`src/rtl/clock_victim_pkg.sv`:
```
package clock_victim_pkg;
    typedef enum logic {
        SWP_IDLE  = 1'b0,
        SWP_SCAN  = 1'b1
    } sweep_state_e;
endpackage

```
`src/rtl/cvs_flag_table.sv`:
```
module cvs_flag_table #(
    parameter int FRAMES = 16
) (
    input  logic                      clk,
    input  logic                      rst_n,
    input  logic                      set_en,
    input  logic [$clog2(FRAMES)-1:0] set_idx,
    input  logic                      set_dirty,
    input  logic                      clr_ref_en,
    input  logic [$clog2(FRAMES)-1:0] clr_ref_idx,
    input  logic                      clr_dirty_en,
    input  logic [$clog2(FRAMES)-1:0] clr_dirty_idx,
    output logic [FRAMES-1:0]         ref_bits,
    output logic [FRAMES-1:0]         dirty_bits
);
    localparam int IDX_W = $clog2(FRAMES);
    localparam logic [IDX_W-1:0] LAST = IDX_W'(FRAMES - 1);

    logic [FRAMES-1:0] ref_d, ref_q;
    logic [FRAMES-1:0] dirty_d, dirty_q;
    logic              set_ok;

    assign set_ok = set_en && (set_idx <= LAST);

    // per-frame next value: a new access always beats a sweep clear
    for (genvar i = 0; i < FRAMES; i++) begin : g_frame
        logic hit_set, hit_cref, hit_cdirty;
        assign hit_set    = set_ok && (set_idx == IDX_W'(i));
        assign hit_cref   = clr_ref_en && (clr_ref_idx == IDX_W'(i));
        assign hit_cdirty = clr_dirty_en && (clr_dirty_idx == IDX_W'(i));
        always_comb begin
            ref_d[i]   = hit_set ? 1'b1 : (hit_cref ? 1'b0 : ref_q[i]);
            dirty_d[i] = (hit_set && set_dirty) ? 1'b1 :
                         (hit_cdirty ? 1'b0 : dirty_q[i]);
        end
    end

    always_ff @(posedge clk) begin
        if (!rst_n) begin
            ref_q   <= '0;
            dirty_q <= '0;
        end else begin
            ref_q   <= ref_d;
            dirty_q <= dirty_d;
        end
    end

    assign ref_bits   = ref_q;
    assign dirty_bits = dirty_q;
endmodule

```
`src/rtl/cvs_sweep_ctrl.sv`:
```
module cvs_sweep_ctrl
    import clock_victim_pkg::*;
#(
    parameter int FRAMES = 16
) (
    input  logic                      clk,
    input  logic                      rst_n,
    input  logic                      repl_req,
    input  logic                      strict_clean,
    input  logic [FRAMES-1:0]         ref_bits,
    input  logic [FRAMES-1:0]         dirty_bits,
    output logic                      clr_ref_en,
    output logic [$clog2(FRAMES)-1:0] clr_ref_idx,
    output logic                      clr_dirty_en,
    output logic [$clog2(FRAMES)-1:0] clr_dirty_idx,
    output logic                      busy,
    output logic                      victim_done,
    output logic [$clog2(FRAMES)-1:0] victim_idx,
    output logic                      victim_dirty
);
    localparam int IDX_W  = $clog2(FRAMES);
    localparam int STEP_W = $clog2(2 * FRAMES + 1);
    localparam logic [IDX_W-1:0]  LAST      = IDX_W'(FRAMES - 1);
    localparam logic [STEP_W-1:0] LAST_STEP = STEP_W'(2 * FRAMES - 1);

    typedef struct packed {
        sweep_state_e      st;
        logic [IDX_W-1:0]  ptr;
        logic [IDX_W-1:0]  cur;
        logic [STEP_W-1:0] steps;
        logic              strict;
        logic              fb_v;
        logic [IDX_W-1:0]  fb_idx;
        logic              done;
        logic [IDX_W-1:0]  vic_idx;
        logic              vic_dirty;
    } sweep_regs_t;

    sweep_regs_t r_q, r_d;

    logic             cur_ref, cur_dirty, pick, pick_dirty;
    logic [IDX_W-1:0] cur_next, ptr_next, pick_idx;

    always_comb begin
        r_d           = r_q;
        r_d.done      = 1'b0;
        cur_ref       = ref_bits[r_q.cur];
        cur_dirty     = dirty_bits[r_q.cur];
        cur_next      = (r_q.cur == LAST) ? '0 : r_q.cur + 1'b1;
        ptr_next      = (r_q.ptr == LAST) ? '0 : r_q.ptr + 1'b1;
        pick          = 1'b0;
        pick_idx      = r_q.cur;
        pick_dirty    = cur_dirty;
        clr_ref_en    = 1'b0;
        clr_ref_idx   = r_q.cur;
        clr_dirty_en  = 1'b0;
        clr_dirty_idx = r_q.cur;
        unique case (r_q.st)
            SWP_IDLE: begin
                if (repl_req) begin
                    r_d.st     = SWP_SCAN;
                    r_d.cur    = ptr_next;
                    r_d.steps  = '0;
                    r_d.strict = strict_clean;
                    r_d.fb_v   = 1'b0;
                end
            end
            SWP_SCAN: begin
                clr_ref_en = cur_ref;
                if (!r_q.strict && !cur_ref) begin
                    pick = 1'b1;
                end else if (r_q.strict && !cur_ref && !cur_dirty) begin
                    pick = 1'b1;
                end else begin
                    if (r_q.strict && !r_q.fb_v && !cur_ref) begin
                        r_d.fb_v   = 1'b1;
                        r_d.fb_idx = r_q.cur;
                    end
                    if (r_q.strict && (r_q.steps == LAST_STEP)) begin
                        if (r_d.fb_v) begin
                            pick       = 1'b1;
                            pick_idx   = r_d.fb_idx;
                            pick_dirty = 1'b1;
                        end else begin
                            r_d.strict = 1'b0;
                        end
                    end
                    r_d.cur   = cur_next;
                    r_d.steps = r_q.steps + 1'b1;
                end
                if (pick) begin
                    r_d.st        = SWP_IDLE;
                    r_d.done      = 1'b1;
                    r_d.vic_idx   = pick_idx;
                    r_d.vic_dirty = pick_dirty;
                    r_d.ptr       = pick_idx;
                    clr_dirty_en  = 1'b1;
                    clr_dirty_idx = pick_idx;
                end
            end
            default: r_d.st = SWP_IDLE;
        endcase
    end

    always_ff @(posedge clk) begin
        if (!rst_n) begin
            r_q     <= '0;
            r_q.st  <= SWP_IDLE;
            r_q.ptr <= LAST;
        end else begin
            r_q <= r_d;
        end
    end

    assign busy         = (r_q.st == SWP_SCAN);
    assign victim_done  = r_q.done;
    assign victim_idx   = r_q.vic_idx;
    assign victim_dirty = r_q.vic_dirty;
endmodule

```
`src/rtl/clock_victim_sel.sv`:
```
module clock_victim_sel #(
    parameter int FRAMES = 16
) (
    input  logic                      clk,
    input  logic                      rst_n,
    input  logic                      acc_valid,
    input  logic [$clog2(FRAMES)-1:0] acc_idx,
    input  logic                      acc_write,
    input  logic                      repl_req,
    input  logic                      strict_clean,
    output logic                      busy,
    output logic                      victim_done,
    output logic [$clog2(FRAMES)-1:0] victim_idx,
    output logic                      victim_dirty
);
    localparam int IDX_W = $clog2(FRAMES);

    logic [FRAMES-1:0] ref_bits;
    logic [FRAMES-1:0] dirty_bits;
    logic              clr_ref_en, clr_dirty_en;
    logic [IDX_W-1:0]  clr_ref_idx, clr_dirty_idx;

    cvs_flag_table #(.FRAMES(FRAMES)) u_flags (
        .clk           (clk),
        .rst_n         (rst_n),
        .set_en        (acc_valid),
        .set_idx       (acc_idx),
        .set_dirty     (acc_write),
        .clr_ref_en    (clr_ref_en),
        .clr_ref_idx   (clr_ref_idx),
        .clr_dirty_en  (clr_dirty_en),
        .clr_dirty_idx (clr_dirty_idx),
        .ref_bits      (ref_bits),
        .dirty_bits    (dirty_bits)
    );

    cvs_sweep_ctrl #(.FRAMES(FRAMES)) u_sweep (
        .clk           (clk),
        .rst_n         (rst_n),
        .repl_req      (repl_req),
        .strict_clean  (strict_clean),
        .ref_bits      (ref_bits),
        .dirty_bits    (dirty_bits),
        .clr_ref_en    (clr_ref_en),
        .clr_ref_idx   (clr_ref_idx),
        .clr_dirty_en  (clr_dirty_en),
        .clr_dirty_idx (clr_dirty_idx),
        .busy          (busy),
        .victim_done   (victim_done),
        .victim_idx    (victim_idx),
        .victim_dirty  (victim_dirty)
    );
endmodule

```
`config.mk`:
```
export PLATFORM = sky130hd
export DESIGN_NAME = clock_victim_sel
export DESIGN_NICKNAME = d
export VERILOG_FILES = /design/src/rtl/clock_victim_pkg.sv /design/src/rtl/cvs_flag_table.sv /design/src/rtl/cvs_sweep_ctrl.sv /design/src/rtl/clock_victim_sel.sv
export SDC_FILE = /design/constraint.sdc
export NUM_CORES = 1
export LEC_CHECK = 0
export BUFFER_PORTS_ARGS = -buffer_cell sky130_fd_sc_hd__clkbuf_2
export CAP_MARGIN = 10
export CORE_MARGIN = 2
export CORE_UTILIZATION = 65
export CTS_BUF_LIST = sky130_fd_sc_hd__clkbuf_8
export DETAILED_ROUTE_END_ITERATION = 7
export PLACE_DENSITY = 0.84
export SYNTH_ARGS = -nofsm -noshare
export SYNTH_HDL_FRONTEND = slang
export SYNTH_SLANG_ARGS = --single-unit
```
`constraint.sdc`:
```
create_clock -name clk -period 5.15 [get_ports clk]
set_input_delay 0.2575 -clock clk [delete_from_list [all_inputs] [get_ports clk]]
set_output_delay 0.2575 -clock clk [all_outputs]
set_load 0.005 [all_outputs]
```
### Word level (Yosys, flattened, before mapping)

Index checks and enable logic that the tools add are counted.

| storage, ports and cells | value |
|---|---|
| register bits after elaboration | 59 |

| cells by class | value |
|---|---|
| add/subtract/negate cells | 3 |
| order comparisons | 2 |
| equal/unequal tests | 52 |
| multiplexer cells | 102 |
| bitwise logic cells | 3 |
| reduce and logical (&&, ||, !) cells | 115 |

Operators with widths:

| cell | number |
|---|---|
| equality test 4 bit (second input constant) | 25 |
| two-way mux 1 bit | 81 |
| logical AND 1 bit | 71 |
| nonzero test 2 bit | 32 |
| equality test 4 x 3 -> 1 bit (second input constant) | 12 |
| two-way mux 16 bit | 2 |
| two-way mux 4 bit | 8 |
| two-way mux 5 bit | 5 |
| equality test 4 x 2 -> 1 bit (second input constant) | 6 |
| case mux 12 bit (2 select lines) | 1 |
| equality test 4 x 1 -> 1 bit (second input constant) | 3 |
| zero test 4 bit | 3 |
| two-way mux 12 bit | 1 |
| != test 2 bit (second input constant) | 5 |
| adder 4 x 1 -> 4 bit (second input constant) | 2 |
| binary-select mux 1 bit (select 4 bit) | 2 |
| adder 6 x 1 -> 6 bit (second input constant) | 1 |
| equality test 6 x 5 -> 1 bit (second input constant) | 1 |
| two-way mux 6 bit | 1 |
| AND reduction 3 bit | 2 |
| < comparator 4 x 5 -> 1 bit (second input constant) | 1 |
| AND reduction 5 bit | 1 |
| less-or-equal comparator 4 bit (second input constant) | 1 |
| zero test 1 bit | 4 |
| other kinds (3) | 6 |

### Longest topological paths before layout

| logic depth | value |
|---|---|
| depth after elaboration | 19 |
| depth in mapped cells | 9 |
| gate-level depth less buffers | 7 |

### Hierarchy

Synthesis repeated with hierarchy kept, for this count alone.

| unflattened totals | value |
|---|---|
| cells, all modules | 358 |
| area, all modules | 3170.5 µm² |

By module, submodules not included:

| module | instances | cells each | area an instance (µm²) | seq. area each (µm²) |
|---|---|---|---|---|
| cvs_sweep_ctrl | 1 | 213 | 1839.3 | 540.5 |
| cvs_flag_table | 1 | 145 | 1331.3 | 640.6 |

### Least setup slack after synthesis

No wires, ideal clock.

| timing | value |
|---|---|
| path type | register to register |
| from | register u_sweep.r_q, in the netlist u_sweep.clr_ref_idx[1] |
| to | register u_sweep.r_q, in the netlist u_sweep.clr_ref_idx[2] |
| setup time | 120 ps |
| arrival time | 2477 ps |
| data required time | 5030 ps |
| path slack | 2554 ps |
| stages on the path, launching flop included | 10 |
| path buffers | 3 |
| cell sequence | dfxtp_1 -> buf_6 -> buf_8 -> mux4_2 -> mux4_2 -> and2_4 -> o21a_1 -> buf_6 -> and3_1 -> o31a_1 |

| on the way | value |
|---|---|
| longest elaborated chain between the ends | 7 |
| elaborated cells on any way between the ends | 18 |

Ends and longest elaborated chain:

| what | line | source |
|---|---|---|
| from (decl) | cvs_sweep_ctrl.sv:39 | `sweep_regs_t r_q, r_d;` |
| from (signal assigned) | cvs_sweep_ctrl.sv:111 | `r_q <= r_d;` |
| binary-select mux 1 bit (select 4 bit) | cvs_sweep_ctrl.sv:47 | `cur_ref = ref_bits[r_q.cur];` |
| two-way mux 1 bit (not written as such) | cvs_sweep_ctrl.sv:47 |  |
| zero test 1 bit | cvs_sweep_ctrl.sv:70, cvs_sweep_ctrl.sv:72 |  |
| logical AND 1 bit (2 in series) | cvs_sweep_ctrl.sv:72 | `end else if (r_q.strict && !cur_ref && !cur_dirty) begin` |
| != test 2 bit (no line) | - |  |
| AND reduction 3 bit (no line) | - |  |

Several ways; a longest one is shown, not always the timed one. The select of a mux whose other input is x is not followed.
A chain may end at the register's enable or synchronous reset.

### Worst setup path in the final report

| timing | value |
|---|---|
| from | register u_sweep.r_q, in the netlist u_sweep.clr_ref_idx[2] |
| to | register u_flags.dirty_q[10], in the netlist u_flags.dirty_bits[10] |

| on the way | value |
|---|---|
| longest elaborated chain between the ends | 18 |
| elaborated cells on any way between the ends | 30 |

Ends and longest elaborated chain:

| what | line | source |
|---|---|---|
| binary-select mux 1 bit (select 4 bit) | cvs_sweep_ctrl.sv:47 |  |
| two-way mux 1 bit (not written as such) | cvs_sweep_ctrl.sv:47 |  |
| zero test 1 bit | cvs_sweep_ctrl.sv:70, cvs_sweep_ctrl.sv:72, cvs_sweep_ctrl.sv:75 |  |
| logical AND 1 bit | cvs_sweep_ctrl.sv:75 | `if (r_q.strict && !r_q.fb_v && !cur_ref) begin` |
| two-way mux 5 bit | cvs_sweep_ctrl.sv:75 |  |
| two-way mux 5 bit | cvs_sweep_ctrl.sv:72 |  |
| two-way mux 5 bit | cvs_sweep_ctrl.sv:70 | `if (!r_q.strict && !cur_ref) begin` |
| two-way mux 5 bit | cvs_sweep_ctrl.sv:58 | `unique case (r_q.st)` |
| [... 2 more ...] | - |  |
| two-way mux 1 bit | cvs_sweep_ctrl.sv:72 |  |
| two-way mux 1 bit | cvs_sweep_ctrl.sv:70 |  |
| two-way mux 1 bit | cvs_sweep_ctrl.sv:58 |  |
| two-way mux 4 bit | cvs_sweep_ctrl.sv:91 | `if (pick) begin` |
| two-way mux 4 bit | cvs_sweep_ctrl.sv:58 |  |
| equality test 4 bit | cvs_flag_table.sv:30 | `assign hit_cdirty = clr_dirty_en && (clr_dirty_idx == IDX_W'(i));` |
| logical AND 1 bit (*) | cvs_flag_table.sv:30 |  |
| nonzero test 2 bit (no line) (*) | - |  |
| to (signal assigned) | cvs_flag_table.sv:44 | `dirty_q <= dirty_d;` |
| to (decl) | cvs_flag_table.sv:20 | `logic [FRAMES-1:0] dirty_d, dirty_q;` |

Every way passes the cells marked *; elsewhere a longest branch is shown, timed or not. The select of a mux whose other input is x is not followed.

==> metrics.md <==
| Metric | Value |
|---|---|
| DR pass1 iterations | `5` |
| Clock-pin slew on the worst setup and hold paths | `70 ps` |
| CTS buffer count | `9` |
| Synth cell types | `60` |
| Synthesized cell area | `3410 sq um` |
| Final Critical Period | `3250 ps` |
| Commonest non-fill, non-tap cells in the layout | `nand2_1 (62), dfxtp_1 (59), nor2_1 (46)` |
| Max-Cap Viols | `0` |
| Worst clock skew | `7.32 ps` |
| Dominant synthesized flop cell | `dfxtp_1` |
| Number of buffers added on ports | `16` |
| CP Launch Type | `register` |
| Fin nets | `409` |
| FF-to-FF path depth | `6` |
| Worst flop-to-flop path endpoint | `u_flags.dirty_bits[10]` |
| Setup crit start | `u_sweep.clr_ref_idx[2]` |
| Critical Path AT | `3470 ps` |
| Hold_sp | `strict_clean` |
| Syn-to-layout area delta | `7.27%` |
| Worst-margin pin slew | `1320 ps` |
| Mapped Cells | `395` |
| Syn avg cell area | `8.63 sq um` |
| Vias in the first global route | `2,788` |
| #FFs+latches synth | `59` |
| First-pass GRT wire length | `13,500 um` |
| Worst skew pair latency | `360 ps` |
| Proportion of layout cells with a drive suffix above 1 | `16.1%` |
| Initial Util | `67.2%` |
| Commonest non-fill, non-tap cell in the layout | `nand2_1` |
| Fin Setup TNS | `0 ps` |
| HP Class | `in2reg` |
| YS warnings | `0` |
| Setup Viol. Count Final | `0` |
| GRT Residual Overflow | `0` |
| Final Slew Violations | `0` |
| Relative slew margins | `11.6%` |
| Worst vdd ir | `0.000246 V` |
| Pwr/cell area | `309 nW/um^2` |
| CORE AREA | `5070 sq um` |
| Clock Path Buffers | `2` |
| Seq/Total Area, Yosys | `34.7%` |
| Vias/cell | `6.54` |
| Routed WL | `8300 um` |
| Die W | `76.4 um` |
| Ys async rst share | `0%` |
| CTS Sinks | `59` |
| Pwr Total | `1.13 mW` |
| Reg2reg start | `u_sweep.clr_ref_idx[2]` |
| Syn_nets | `411` |
| Max FO, Critical Path | `20` |
| Period utilization | `63.1%` |
| Post-synth EDFFs | `0` |
| Root Driver | `clkbuf_8` |
| RSZ-0062 raised after global routing | `no` |
| GP Congestion | `0.946` |
| Sink of the worst hold path | `u_sweep.r_q[11]` |
| Pin count of the biggest net entering global routing | `36` |
| CTS Hold Bufs | `0` |
| Number of I/O pins | `17` |
| Kind of critical path | `reg2reg` |
| Outcome | `completed` |
| Highest clock rate | `308 MHz` |
| Dpl hpwl | `5730 um` |
| Leak | `1.24 nW` |
| Die H | `76.4 um` |
| Overall Global Routing Usage | `29.4%` |
| # DRC | `0` |
| Avg WL per Cell | `17.7 um` |
| Fill count | `402` |
| R2R setup slack | `1900 ps` |
| DRT antenna net count | `0` |
| CP Capture Type | `register` |
| Initial antenna violation count | `0` |
| Post_cts resized | `0` |
| DIE AREA | `5840 sq um` |
| Hold Path Stages | `3` |
| Initial DRC count | `265` |
| CTS tree | `done` |
| Row cnt | `26` |
| # Post-CTS Setup Buffers | `0` |
| CTS HTree Levels | `3` |
| CP required | `5370 ps` |
| Final Hold Vio Count | `0` |
| ANT cells | `0` |
| Vias post-DR | `3,061` |
-- state kept, by name, summed over array words and instances (netlist names) --
name and flops:
u_flags.dirty_bits 16, u_flags.ref_bits 16, u_sweep.r_q 16, u_sweep.clr_ref_idx 4
u_sweep.victim_idx 4, u_sweep.busy 1, u_sweep.victim_dirty 1, u_sweep.victim_done 1
-- cells by family (layout without fill, tap and decap cells) --
family                     Yosys count  after routing  synth area share, %
and+or+nand+nor                    165            165                 22.5
AOI/OAI and AO/OA                   97             97                 21.5
DFF                                 59             59                 34.7
buffers and inverters               35             38                 5.51
muxes                               31             31                 13.1
adders and majority gates            6              6                 2.20
xor gates and xnor gates             2              2                0.514
-- worst max path at each step --
stage	to	slack (ps)	cells after the start
2_1_floorplan	u_sweep.clr_ref_idx[2]	2550	9
3_3_place_gp	u_sweep.r_q[24]	2040	7
3_5_place_dp	u_sweep.r_q[24]	1920	7
4_1_cts	u_sweep.r_q[24]	1930	7
5_1_grt	u_flags.dirty_bits[1]	1680	6
6_report	u_flags.dirty_bits[10]	1900	6
-- stage by stage --
step / instance area [sq um] / worst slack [ps] / util (%) / std cells / hold slack [ps]
global route: 3660 / 1680 / 72.0 / 468 / 193
CTS: 3660 / 1930 / 72.0 / 468 / 165
floorplan: 3410 / 2550 / - / 395 / 418
finish: 3660 / 1900 / 72.0 / 468 / 172
global placement: 3410 / 2040 / 67.3 / 452 / 477
detailed placement: 3410 / 1920 / 67.3 / 452 / 482
-- power by group --
| part | total (mW) | switching (mW) | leakage (nW) | internal (mW) |
|---|---|---|---|---|
| clock network | 0.523 | 0.192 | 0.127 | 0.331 |
| logic | 0.114 | 0.0687 | 0.633 | 0.0448 |
| registers | 0.494 | 0.0240 | 0.479 | 0.470 |
| total | 1.13 | 0.285 | 1.24 | 0.846 |
-- cell type report --
type,count,area [sq um],area share [%]
Inverter,5,18.8,0.513
Multi-Input combinational cell,301,2040,55.8
Sequential cell,59,1180,32.3
Tap cell,70,87.6,2.40
Clock inverter,6,104,2.84
Clock buffer,10,138,3.76
Timing Repair Buffer,17,87.6,2.40
-- critical path, cell delays in order, from the launching register on --
cell and delay (ps):
dfxtp_1 820, mux4_1 670, mux2_4 330, a2111oi_4 500, nor3_4 160, mux2i_1 450, a41oi_1 190
-- Yosys cell counts, types with 2 or more instances --
master	n	area share, %
mux2i_1	14	4.1
buf_6	2	0.66
nor2_1	46	5.1
dfxtp_1	59	35
nand2_1	62	6.8
a41oi_1	11	2.8
and2_1	7	1.3
a22oi_1	13	2.9
mux2_2	5	1.7
mux4_1	3	2.3
nor2b_1	3	0.55
or2_2	2	0.37
and3_1	7	1.3
a21oi_1	18	2.6
mux2_4	4	1.8
ha_1	6	2.2
clkbuf_1	17	1.9
o21ai_0	23	3.4
a31oi_1	5	0.92
buf_2	3	0.44
nand2b_1	7	1.3
a32oi_1	4	1.0
nand3_1	13	1.9
mux4_2	5	3.3
nand3b_1	3	0.66
nor3_1	7	1.0
a41oi_2	5	2.4
inv_1	3	0.33
buf_4	7	1.5
-- metal layers --
metal	global-route usage, %	wire length (um)
met5	0	0
met4	13.5	193
met3	7.58	551
met2	47.3	3950
met1	37.0	3600
No activity file was read; power rests on OpenSTA's default activity.
